File: config.mk
export PLATFORM = sky130hd
export DESIGN_NAME = bpd_line_decoder
export DESIGN_NICKNAME = d
export VERILOG_FILES = /design/src/rtl/bpd_pkg.sv /design/src/rtl/bpd_halfbit_vote.sv /design/src/rtl/bpd_cell_pair.sv /design/src/rtl/bpd_line_asm.sv /design/src/rtl/bpd_line_decoder.sv
export SDC_FILE = /design/constraint.sdc
export NUM_CORES = 1
export LEC_CHECK = 0
export BUFFER_PORTS_ARGS = -buffer_cell sky130_fd_sc_hd__buf_2
export CORE_MARGIN = 2
export CORE_UTILIZATION = 30
export CTS_BUF_LIST = sky130_fd_sc_hd__clkbuf_4
export CTS_CLUSTER_DIAMETER = 60
export DETAILED_ROUTE_END_ITERATION = 6
export PLACE_DENSITY_LB_ADDON = 0.08
export SYNTH_ARGS = -nofsm -noshare
export SYNTH_HDL_FRONTEND = slang
export SYNTH_HIERARCHICAL = 1
export SYNTH_SLANG_ARGS = --single-unit
File: constraint.sdc
create_clock -name clk -period 2.6 [get_ports clk]
set_input_delay 0.39 -clock clk [delete_from_list [all_inputs] [get_ports clk]]
set_output_delay 0.39 -clock clk [all_outputs]
set_load 0.05 [all_outputs]
File: src/rtl/bpd_pkg.sv
package bpd_pkg;
  typedef enum logic [1:0] {
    ASM_SYNC,
    ASM_DATA,
    ASM_DONE,
    ASM_DROP
  } asm_state_e;
endpackage

File: src/rtl/bpd_halfbit_vote.sv
module bpd_halfbit_vote #(
  parameter int SPH = 2
) (
  input  logic clk,
  input  logic rst_n,
  input  logic line_active,
  input  logic sample_bit,
  output logic hb_stb,
  output logic hb_val,
  output logic hb_tie,
  output logic end_stb
);
  localparam int CW = $clog2(SPH + 1);
  localparam logic [CW+1:0] SPH_W = (CW + 2)'(SPH);

  logic [CW-1:0] cnt, ones;
  logic [CW:0]   ones_n;
  logic [CW+1:0] dbl;
  logic          act_q;

  always_comb begin
    ones_n = {1'b0, ones} + (CW + 1)'(sample_bit);
    dbl    = {ones_n, 1'b0};
  end

  always_ff @(posedge clk or negedge rst_n) begin
    if (!rst_n) begin
      cnt <= '0; ones <= '0; act_q <= 1'b0;
      hb_stb <= 1'b0; hb_val <= 1'b0; hb_tie <= 1'b0; end_stb <= 1'b0;
    end else begin
      act_q   <= line_active;
      hb_stb  <= 1'b0;
      end_stb <= 1'b0;
      if (line_active) begin
        if (cnt == CW'(SPH - 1)) begin
          hb_stb <= 1'b1;
          hb_val <= dbl > SPH_W;
          hb_tie <= dbl == SPH_W;
          cnt    <= '0;
          ones   <= '0;
        end else begin
          cnt  <= cnt + 1'b1;
          ones <= ones_n[CW-1:0];
        end
      end else begin
        cnt  <= '0;
        ones <= '0;
        if (act_q) end_stb <= 1'b1;
      end
    end
  end

  AST_STROBE_EXCL: assert property (@(posedge clk) disable iff (!rst_n)
    hb_stb |-> !end_stb);
  AST_VOTE_DECIDED: assert property (@(posedge clk) disable iff (!rst_n)
    (hb_stb && hb_tie) |-> !hb_val);
endmodule

File: src/rtl/bpd_cell_pair.sv
module bpd_cell_pair (
  input  logic clk,
  input  logic rst_n,
  input  logic hb_stb,
  input  logic hb_val,
  input  logic hb_tie,
  input  logic end_in,
  output logic bit_stb,
  output logic bit_val,
  output logic bit_err,
  output logic end_out
);
  logic phase, first_val, first_tie;

  always_ff @(posedge clk or negedge rst_n) begin
    if (!rst_n) begin
      phase <= 1'b0; first_val <= 1'b0; first_tie <= 1'b0;
      bit_stb <= 1'b0; bit_val <= 1'b0; bit_err <= 1'b0; end_out <= 1'b0;
    end else begin
      bit_stb <= 1'b0;
      end_out <= end_in;
      if (end_in) begin
        phase <= 1'b0;
      end else if (hb_stb) begin
        if (!phase) begin
          phase     <= 1'b1;
          first_val <= hb_val;
          first_tie <= hb_tie;
        end else begin
          phase   <= 1'b0;
          bit_stb <= 1'b1;
          bit_val <= first_val;
          bit_err <= first_tie | hb_tie | (first_val == hb_val);
        end
      end
    end
  end

  AST_BIT_AFTER_HALF: assert property (@(posedge clk) disable iff (!rst_n)
    bit_stb |-> $past(hb_stb));
  AST_END_ORDER: assert property (@(posedge clk) disable iff (!rst_n)
    end_out |-> !bit_stb);
endmodule

File: src/rtl/bpd_line_asm.sv
module bpd_line_asm
  import bpd_pkg::*;
#(
  parameter int NBYTES = 13,
  parameter int SYNC_BITS = 8,
  parameter logic [SYNC_BITS-1:0] SYNC_WORD = 8'hAB
) (
  input  logic                  clk,
  input  logic                  rst_n,
  input  logic                  line_active,
  input  logic                  bit_stb,
  input  logic                  bit_val,
  input  logic                  bit_err,
  input  logic                  end_stb,
  input  logic                  out_ready,
  output logic                  out_valid,
  output logic [NBYTES*8-1:0]   out_data,
  output logic                  dav_n
);
  localparam int DBITS = NBYTES * 8;
  localparam int CNTW  = $clog2(DBITS + SYNC_BITS);
  localparam int IW    = $clog2(DBITS);

  asm_state_e           state;
  logic [CNTW-1:0]      cnt;
  logic [IW-1:0]        idx;
  logic [SYNC_BITS-1:0] sync_sh;
  logic [DBITS-1:0]     buf_q;
  logic                 act_q;

  always_comb idx = IW'({cnt[CNTW-1:3], ~cnt[2:0]});

  always_ff @(posedge clk or negedge rst_n) begin
    if (!rst_n) begin
      state <= ASM_SYNC; cnt <= '0; sync_sh <= SYNC_WORD; buf_q <= '0;
      act_q <= 1'b0; out_valid <= 1'b0; out_data <= '0; dav_n <= 1'b1;
    end else begin
      act_q <= line_active;
      if (line_active && !act_q) dav_n <= 1'b1;
      if (out_valid && out_ready) out_valid <= 1'b0;
      if (end_stb) begin
        if (state == ASM_DONE && (!out_valid || out_ready)) begin
          out_valid <= 1'b1;
          out_data  <= buf_q;
          dav_n     <= 1'b0;
        end
        state   <= ASM_SYNC;
        cnt     <= '0;
        sync_sh <= SYNC_WORD;
      end else if (bit_stb) begin
        case (state)
          ASM_SYNC: begin
            if (bit_err || bit_val != sync_sh[SYNC_BITS-1]) begin
              state <= ASM_DROP;
            end else if (cnt == CNTW'(SYNC_BITS - 1)) begin
              state <= ASM_DATA;
              cnt   <= '0;
            end else begin
              cnt     <= cnt + 1'b1;
              sync_sh <= sync_sh << 1;
            end
          end
          ASM_DATA: begin
            if (bit_err) begin
              state <= ASM_DROP;
            end else begin
              buf_q[idx] <= bit_val;
              if (cnt == CNTW'(DBITS - 1)) state <= ASM_DONE;
              else cnt <= cnt + 1'b1;
            end
          end
          default: ;
        endcase
      end
    end
  end

  AST_HOLD_STABLE: assert property (@(posedge clk) disable iff (!rst_n)
    (out_valid && !out_ready) |=> (out_valid && $stable(out_data)));
  AST_DAV_WITH_VALID: assert property (@(posedge clk) disable iff (!rst_n)
    $fell(dav_n) |-> out_valid);
  AST_COMMIT_CLEAN: assert property (@(posedge clk) disable iff (!rst_n)
    $rose(out_valid) |-> $past(state) == ASM_DONE);
  AST_DROP_STICKY: assert property (@(posedge clk) disable iff (!rst_n)
    (state == ASM_DROP && !end_stb) |=> state == ASM_DROP);
endmodule

File: src/rtl/bpd_line_decoder.sv
module bpd_line_decoder #(
  parameter int SPH = 2,
  parameter int NBYTES = 13,
  parameter int SYNC_BITS = 8,
  parameter logic [SYNC_BITS-1:0] SYNC_WORD = 8'hAB
) (
  input  logic                clk,
  input  logic                rst_n,
  input  logic                line_active,
  input  logic                sample_bit,
  input  logic                out_ready,
  output logic                out_valid,
  output logic [NBYTES*8-1:0] out_data,
  output logic                dav_n
);
  logic hb_stb, hb_val, hb_tie, end1;
  logic bit_stb, bit_val, bit_err, end2;

  bpd_halfbit_vote #(.SPH(SPH)) u_vote (
    .clk(clk), .rst_n(rst_n), .line_active(line_active), .sample_bit(sample_bit),
    .hb_stb(hb_stb), .hb_val(hb_val), .hb_tie(hb_tie), .end_stb(end1)
  );

  bpd_cell_pair u_pair (
    .clk(clk), .rst_n(rst_n), .hb_stb(hb_stb), .hb_val(hb_val), .hb_tie(hb_tie),
    .end_in(end1), .bit_stb(bit_stb), .bit_val(bit_val), .bit_err(bit_err),
    .end_out(end2)
  );

  bpd_line_asm #(.NBYTES(NBYTES), .SYNC_BITS(SYNC_BITS), .SYNC_WORD(SYNC_WORD)) u_asm (
    .clk(clk), .rst_n(rst_n), .line_active(line_active), .bit_stb(bit_stb),
    .bit_val(bit_val), .bit_err(bit_err), .end_stb(end2), .out_ready(out_ready),
    .out_valid(out_valid), .out_data(out_data), .dav_n(dav_n)
  );

  AST_RESET_IDLE: assert property (@(posedge clk) disable iff (!rst_n)
    $rose(rst_n) |-> (!out_valid && dav_n));
endmodule

* After elaboration in Yosys (flattened, before gate mapping)
Index checks and enable logic that the tools add are counted.
** Storage, ports and cells
- Bits in registers :: 243
- Bits of input ports :: 5
- Output and inout port bits :: 106
- Word-level logic and storage cells :: 112
** Operators by class
- $add $sub $neg :: 3
- Order comparisons :: 3
- Equality and inequality tests :: 15
- Muxes and demuxes :: 42
- Bitwise logic cells :: 7
- Reductions and logical operators :: 21
** Operators by type and width (count)
- $bwmux W104 :: 1
- $mux W7 :: 6
- $mux W8 :: 5
- $mux W2 :: 10
- $mux W1 :: 17
- $pmux W7 S2 :: 1
- $reduce_and A4 Y1 :: 3
- $ne A3 B3 Y1 const B :: 3
- $lt A7 B8 Y1 const B :: 1
- $add A7 B1 Y7 const B :: 1
- $demux W1 S7 :: 1
- $eq A7 B3 Y1 const B :: 1
- $eq A7 B7 Y1 const B :: 1
- $ge A7 B1 Y1 const B :: 1
- $reduce_and A3 Y1 :: 2
- $reduce_bool A2 Y1 :: 3
- $reduce_and A5 Y1 :: 1
- $eq A2 B1 Y1 const B :: 2
- $gt A4 B2 Y1 const B :: 1
- $logic_and A1 B1 Y1 :: 4
- $ne A2 B2 Y1 const B :: 2
- $ne A4 B2 Y1 const B :: 1
- $ne A4 B3 Y1 const B :: 1
- $not A1 Y1 :: 4
- other kinds (14) :: 18

* Logic depth before layout (Yosys ltp)
Gate-level depths: netlist (run 1).
- Depth after elaboration :: 6
- Gate-level depth with buffers :: 6

* Hierarchy
Netlist (run 1), hierarchy kept.
** By module, submodules not included
- bpd_line_asm :: times used 1, cells each 693, area an instance 9624.2 um^2
- bpd_halfbit_vote :: times used 1, cells each 31, area an instance 370.4 um^2
- bpd_cell_pair :: times used 1, cells each 19, area an instance 271.5 um^2

* Worst setup path before layout (run 1)
No wires, ideal clock.
- Kind :: register to register
- Start point :: register u_pair.bit_err
- End point :: register u_asm.buf_q[36]
- Setup time :: 0.125 ns
- Arrival :: 1.737 ns
- Required time :: 2.475 ns
- Setup slack :: 0.738 ns
- Cell stages (with the launch flop) :: 6
- Path through :: dfrtp_1 -> nand4bb_4 -> buf_6 -> nor4_4 -> nand2_1 -> mux2_4
** On the way
- Longest elaborated chain between the ends :: 2
** RTL lines
- from (decl) :: RTL line bpd_cell_pair.sv:10 : output logic bit_err,
- from (signal assigned) :: RTL line bpd_cell_pair.sv:33 : bit_err <= first_tie | hb_tie | (first_val == hb_val);
- $not A1 Y1 (no source line)
- $reduce_and A4 Y1 (no source line)
- to (signal, indexed assignment) :: RTL line bpd_line_asm.sv:67 : buf_q[idx] <= bit_val;
- to (decl) :: RTL line bpd_line_asm.sv:28 : logic [DBITS-1:0] buf_q;
No other way between the ends.
A chain may end at the register's enable or synchronous reset.

* Final worst setup path (run 1)
- Start point :: register u_asm.cnt[1]
- End point :: register u_asm.cnt[6]
** On the way
- Longest elaborated chain between the ends :: 6
** RTL lines
- from (decl) :: RTL line bpd_line_asm.sv:25 : logic [CNTW-1:0] cnt;
- from (signal assigned) :: RTL line bpd_line_asm.sv:59 : cnt <= cnt + 1'b1;
- from (signal assigned) :: RTL line bpd_line_asm.sv:69 : else cnt <= cnt + 1'b1;
- $add A7 B1 Y7 or $eq A7 B3 Y1 (tied branches) :: RTL line bpd_line_asm.sv:59, bpd_line_asm.sv:69, bpd_line_asm.sv:55
- $mux W7 (on tied branches) :: RTL line bpd_line_asm.sv:68, bpd_line_asm.sv:55
- $mux W7 (on tied branches) :: RTL line bpd_line_asm.sv:64, bpd_line_asm.sv:53
- $pmux W7 S2 :: RTL line bpd_line_asm.sv:51 : case (state)
- $mux W7 :: RTL line bpd_line_asm.sv:50 : end else if (bit_stb) begin
- $mux W7 :: RTL line bpd_line_asm.sv:41 : if (end_stb) begin
Parallel ways exist; a longest one is shown, timed or not. The select of a mux whose other input is x is not followed.

==> results.cfg, run 1 <==
[outcome]
status = finished clean

[logic_synthesis]
yosysTopAreaCellShare_pct = 58.0
synth.most_common_cell = dfrtp_1
netlist_area_um2 = 10300
synth-async-reset-ratio_pct = 100
synth_edf_count = 0
syn_nets = 753
synth_commonest_cells = dfrtp_1 (238), mux2_2 (167), nand2_1 (113), mux2_1 (26), clkbuf_1 (23)
synth.avg_cell_area_um2 = 13.8
synth_top_area_cell = dfrtp_1
yosysUniqueCellTypes = 51
yosysSeqAreaShare_pct = 59.5
ys_seq_elements = 244
synthFlopType = dfrtp_1
synth.top_cells.by_area = dfrtp_1 (58%), mux2_2 (18%), nand2_1 (4.1%)
synth_warnings = 6
syn-instance-count = 743

[grt]
antenna_found_initial = 2
grt_pass1_wl_mm = 38.8
track_usage_pct = 13.9
grt.overflow.total = 0
grt_max_degree = 106
grt_pass1_vias = 6906

[cells_and_area]
area.sequential_um2 = 6120
final_util_pct = 36.8
synthToLayoutAreaGrowth_pct = 20.6
multiInputGateArea_um2 = 3930
fill_cells = 3302
fin_nets = 922
drive_gt1_share_pct = 47.7

[routing]
viasPerCell = 4.55
drtIter0Drc = 241
drtPass1Iterations = 4
routed_wl_mm = 24.2
wl_per_cell_um = 17.1
num_vias = 6428
final_antenna_net_count = 0
drcViolationCount = 0

[min_path]
hold_start = sample_bit
hold_depth = 3
min_to = u_vote/ones[0]
hold_path.class = primary input to flip-flop

[die]
die_y_um = 189
core_area_um2 = 33600
die_w_um = 189
start_util_pct = 30.5
die_area_um2 = 35700
rows = 67
io_pins = 111

[sta]
final.setup_skew_ns = 0.0534
tightest_slew_ns = 1.08
setup_tns_ns = 0
whs_ns = 0.223
max_freq_ghz = 0.455
slew_headroom_pct = 28.0
min_period_ns = 2.20
slew_viol_final = 0
min_period_over_period_pct = 84.5
finalSetupViolations = 0
rsz0062_at_grt = no
layout_setup_ws_ns = 0.403
finalHoldViolCount = 0

[place]
pre_cts_slack_ns = 0.410
post-dp-hpwl_mm = 15.7
gp_congestion = 0.802
numPortBuffers = 110

[worst_setup_path]
crit_type = flip-flop to flip-flop
rr_endpoint = u_asm/cnt[6]
arrival_ns = 2.76
r2r_slack_ns = 0.40
end_kind = flip-flop
start_kind = flip-flop
cp.required_ns = 3.16
r2r-start = u_asm/cnt[1]
rr_worst_depth = 5
cp_max_fo = 11

[clock_network]
cts.sinks = 244
htreeDepth = 3
cts.repair.resized = 0
cts.clk_slew.worst_paths_ns = 0.06
cts_root_buffer = clkbuf_4
insertion_delay_ns = 0.69
clk_path_buf_depth = 3
numCtsBuffers = 71
cts_tree = done

[power]
power_frac_seq_pct = 48.9
p_comb_share_pct = 8.4
p_int_mw = 5.92
p_switching_mw = 2.16
leakagePower_nw = 6.27
p_per_area_nw_per_um2 = 652
pwr-share-clk_pct = 42.6
switching_share_pct = 26.7
vdd_drop_max_mv = 0.278
power_mw = 8.07

[job]
max-cap-violations = 0
-- critical path, stage by stage (launching register included) --
cell and delay [ns]:
dfrtp_1 0.56, ha_1 0.28, nand4bb_1 0.26, o22ai_1 0.55, nor4_1 0.13, mux2_2 0.30
-- layout make-up --
| class | count | share of cell area, % |
|---|---|---|
| diodes | 3 | 0.0606 |
| clock buffers | 99 | 6.00 |
| clock inverters | 24 | 0.950 |
| inverters | 11 | 0.333 |
| multi-input cells | 445 | 31.8 |
| flip-flops and latches | 244 | 49.4 |
| well taps | 448 | 4.53 |
| repair buffers | 139 | 6.95 |
-- cell families (layout without fill, tap and decap cells) --
kind of cell,after synthesis,count (layout),share of synthesized area (%)
buffers and inverters,54,273,2.45
flip-flops,244,244,59.5
other,0,3,0
AND/OR/NAND/NOR,188,188,10.7
AO/OA/AOI/OAI,37,37,2.52
adder cells (fa/ha/maj),5,5,0.609
XOR/XNOR,3,3,0.256
multiplexers,212,212,23.9
-- per-layer routing --
| layer | part of all wire, % | up-vias | track usage (%) |
|---|---|---|---|
| met3 | 5.4 | 53 | 3.89 |
| met2 | 47 | 163 | 21.9 |
| met4 | 3.0 | 0 | 6.28 |
| li1 | - | 2980 | - |
| met5 | 0 | - | 0 |
| met1 | 44 | 3232 | 17.8 |
-- power groups by stage --
stage | combinational, mW | clock (mW) | sequential, mW
final | 0.680 | 3.44 | 3.95
after global routing | 0.772 | 3.87 | 3.96
after CTS | 0.708 | 3.63 | 3.95
after detailed placement | 0.701 | 0 | 4.02
after global placement | 0.678 | 0 | 4.01
after floorplan | 0.455 | 0 | 4.00
-- per-stage QoR --
| step | area, um^2 | cells |
|---|---|---|
| after CTS | 12400 | 1410 |
| after global routing | 12400 | 1413 |
| final | 12400 | 1413 |
| after floorplan | 10300 | 743 |
| after detailed placement | 11500 | 1284 |
| after global placement | 11500 | 1284 |
-- layout by cell type (no fill, tap or decap), drive strengths merged, types with 2 or more instances in the layout --
master,count
a211oi,2
a21oi,7
a22o,4
and3,3
buf,136
clkbuf,99
clkinv,21
dfrtp,238
dfstp,6
diode,3
dlygate4sd3,3
ha,5
inv,13
mux2,212
nand2,113
nand2b,8
nand3,7
nand3b,4
nand4,2
nand4bb,2
nor2,12
nor2b,6
nor3,3
nor3b,4
nor4,14
o21ai,9
o22a,5
o31ai,3
o32ai,2
or2,3
or3,2
or4,2
xnor2,3
-- flip-flops by register name, summed over array words and instances (netlist names), 2 cells and up --
signal	count
u_asm/buf_q	104
u_asm/out_data	104
u_asm/sync_sh	8
u_asm/cnt	7
u_asm/state	2
u_vote/cnt	2
u_vote/ones	2
-- worst max-delay path by stage --
| stage | startpoint | endpoint | cells after the start | slack (ns) |
|---|---|---|---|---|
| 6_report | u_asm/cnt[1] | u_asm/cnt[6] | 5 | 0.40 |
| 5_1_grt | u_asm/cnt[1] | u_asm/cnt[6] | 5 | 0.19 |
| 4_1_cts | u_asm/cnt[5] | u_asm/buf_q[11] | 4 | 0.38 |
| 3_5_place_dp | u_asm/cnt[6] | u_asm/sync_sh[5] | 4 | 0.41 |
| 3_3_place_gp | u_asm/cnt[5] | u_asm/buf_q[1] | 4 | 0.49 |
| 2_1_floorplan | u_pair/bit_err | u_asm/buf_q[36] | 5 | 0.74 |
-- timing repair --
action,4_1_cts,5_1_grt
hold endpoints to repair,66,0
hold buffers,3,0
setup buffers,0,0
setup endpoints to repair,0,0
Power figures use the tool's default switching activity.
==> inputs of run 2 (changes only) <==
--- a/config.mk
+++ b/config.mk
@@ -5,6 +5,7 @@
 export SDC_FILE = /design/constraint.sdc
 export NUM_CORES = 1
 export LEC_CHECK = 0
+export ABC_AREA = 1
 export BUFFER_PORTS_ARGS = -buffer_cell sky130_fd_sc_hd__buf_2
 export CORE_MARGIN = 2
 export CORE_UTILIZATION = 30
==> constraint.sdc (replaced) <==
create_clock -name clk -period 2.27 [get_ports clk]
set_input_delay 0.3405 -clock clk [delete_from_list [all_inputs] [get_ports clk]]
set_output_delay 0.3405 -clock clk [all_outputs]
set_load 0.05 [all_outputs]
==> run 2 against run 1 <==
  * Wire length increased by 14%
  * Clock skew decreased by 0.0019 ns
  * Worst hold slack got worse by 0.12 ns
  * Synthesized cell count increased by 53%
  * Maximum frequency increased by 21%
  * First-iteration DRC count increased by 50%
  * Critical path type unchanged
==> results.cfg, run 2 <==
[outcome]
status = finished clean

[clock_network]
cts_root_buffer = clkbuf_4
insertion_delay_ns = 0.72
postCtsSetupRepairBufs = 0
clk_path_buf_depth = 3
htreeDepth = 3
cts.sinks = 244
cts_tree = done
cts.clk_slew.worst_paths_ns = 0.07
numCtsBuffers = 74
cts.repair.resized = 0

[worst_setup_path]
cp_top_family = simple AND/OR/NAND/NOR gates
start_kind = flip-flop
slowest_stage = dfrtp_1
cp_max_fo = 12
cp.required_ns = 2.91
max_stage_delay_ns = 0.52
critical_path_buf_inv_count = 1
r2r_slack_ns = 0.46
arrival_ns = 2.45
crit_chain = nor3_2, inv_2, nor3_1, nand2_1, o21ai_1
end_kind = flip-flop
crit_type = flip-flop to flip-flop

[cells_and_area]
final_common_cell = nand2_1
layout.cells.non_filler = 1802
fin_nets = 1304
stdcell_area_um2 = 12900
fill_cells = 3696
synthToLayoutAreaGrowth_pct = 19.9
drive_gt1_share_pct = 29.4
final_util_pct = 36.4
layout_common_cells = nand2_1 (284), dfrtp_1 (237), o21ai_1 (163)
reg_top3 = u_asm/buf_q (104), u_asm/out_data (104), u_asm/sync_sh (8)

[power]
p_per_area_nw_per_um2 = 831
vdd_drop_max_mv = 0.464
power_mw = 10.7
leakagePower_nw = 5.86

[die]
start_util_pct = 30.3
die_area_um2 = 37300
io_pins = 111
die_y_um = 193
die_w_um = 193
rows = 69
core_area_um2 = 35400

[logic_synthesis]
synth.top_cells.by_area = dfrtp_1 (55%), nand2_1 (9.9%), nor3_2 (7.6%)
netlist_area_um2 = 10700
synth_warnings = 6
yosysUniqueCellTypes = 31
synth_top_area_cell = dfrtp_1
synth_commonest_cells = nand2_1 (284), dfrtp_1 (238), o21ai_1 (163), inv_1 (122), nor3_2 (82)
synth.most_common_cell = nand2_1
synth-async-reset-ratio_pct = 100
yosysTopAreaCellShare_pct = 55.5
syn_nets = 1149
synthFlopType = dfrtp_1
ys_seq_elements = 244
synth.avg_cell_area_um2 = 9.43
yosysSeqAreaShare_pct = 56.9
synth_edf_count = 0
syn-instance-count = 1139

[sta]
layout_setup_ws_ns = 0.456
min_period_over_period_pct = 79.9
min_period_ns = 1.81
setup_tns_ns = 0
slew_headroom_pct = 67.1
rsz0062_at_grt = no
tightest_slew_ns = 0.492
finalSetupViolations = 0
max_freq_ghz = 0.551
slew_viol_final = 0
final.setup_skew_ns = 0.0515
finalHoldViolCount = 0
whs_ns = 0.0985

[routing]
wl_per_cell_um = 15.2
viasPerCell = 4.39
num_vias = 7916
drtPass1Iterations = 4
drcViolationCount = 0
final_antenna_net_count = 0
routed_wl_mm = 27.5
drtIter0Drc = 361

[place]
numPortBuffers = 110
gp_congestion = 0.779
pre_cts_slack_ns = 0.456
post-dp-hpwl_mm = 17.8
dp.cells = 1676
dpl_cell_area_um2 = 11900

[grt]
antenna_found_initial = 2
grt.overflow.total = 0
track_usage_pct = 15.4
grt_pass1_vias = 7845
grt_pass1_wl_mm = 44.2
grt_max_degree = 81

[job]
max-cap-violations = 0

[min_path]
hold_path.class = primary input to flip-flop
run 2: kinds of logic after synthesis:
group                      Yosys count  share of synthesized area, %
DFF                                244                          56.9
buffers and inverters              196                          7.49
xor gates and xnor gates             2                         0.163
AOI/OAI and AO/OA                  209                          9.77
adders and majority gates            5                         0.583
and+or+nand+nor                    473                          24.0
muxes                               10                          1.05
run 2: report_power, final:
part | internal [mW] | switching, mW | leakage, nW | total, mW
clock network | 2.48 | 1.87 | 0.559 | 4.35
logic | 0.352 | 1.30 | 1.94 | 1.65
registers | 4.49 | 0.207 | 3.36 | 4.70
run 2: final timing paths:
check	startpoint	endpoint	cells past startpoint
hold / removal	sample_bit	u_vote/ones[0]	4
max in group asynchronous	rst_n	u_asm/out_data[71]	3
hold reg to reg	u_vote/end_stb	u_pair/end_out	0
setup reg to reg	u_asm/cnt[2]	u_asm/buf_q[5]	5
min in group asynchronous	rst_n	u_asm/buf_q[18]	2
setup / recovery	u_asm/cnt[2]	u_asm/buf_q[5]	5
run 2: per-layer routing:
metal	vias to the layer above	global-route usage, %	routed length [um]
met2	147	23.4	12500
met4	0	6.35	727
met3	60	3.98	1170
met1	3697	20.9	13100
li1	4012	-	-
met5	-	0	0
run 2: layout make-up:
type	instances	area [um^2]	share of cell area, %
Sequential cell	244	6120	47.5
Clock buffer	108	811	6.30
Tap cell	461	577	4.48
Clock inverter	12	124	0.962
Antenna cell	3	7.51	0.0583
Multi-Input combinational cell	699	3830	29.8
Inverter	137	517	4.01
Timing Repair Buffer	138	891	6.92
run 2: timing repair:
item | 4_1_cts | 5_1_grt
hold buffers | 3 | 0
endpoints found under the setup margin | 0 | 0
hold endpoints to repair | 256 | 0
run 2: worst reg2reg max path, cell delays in order, from the launching register on:
cell     delay (ns)
dfrtp_1        0.52
nor3_2         0.42
inv_2          0.30
nor3_1         0.32
nand2_1        0.09
o21ai_1        0.08
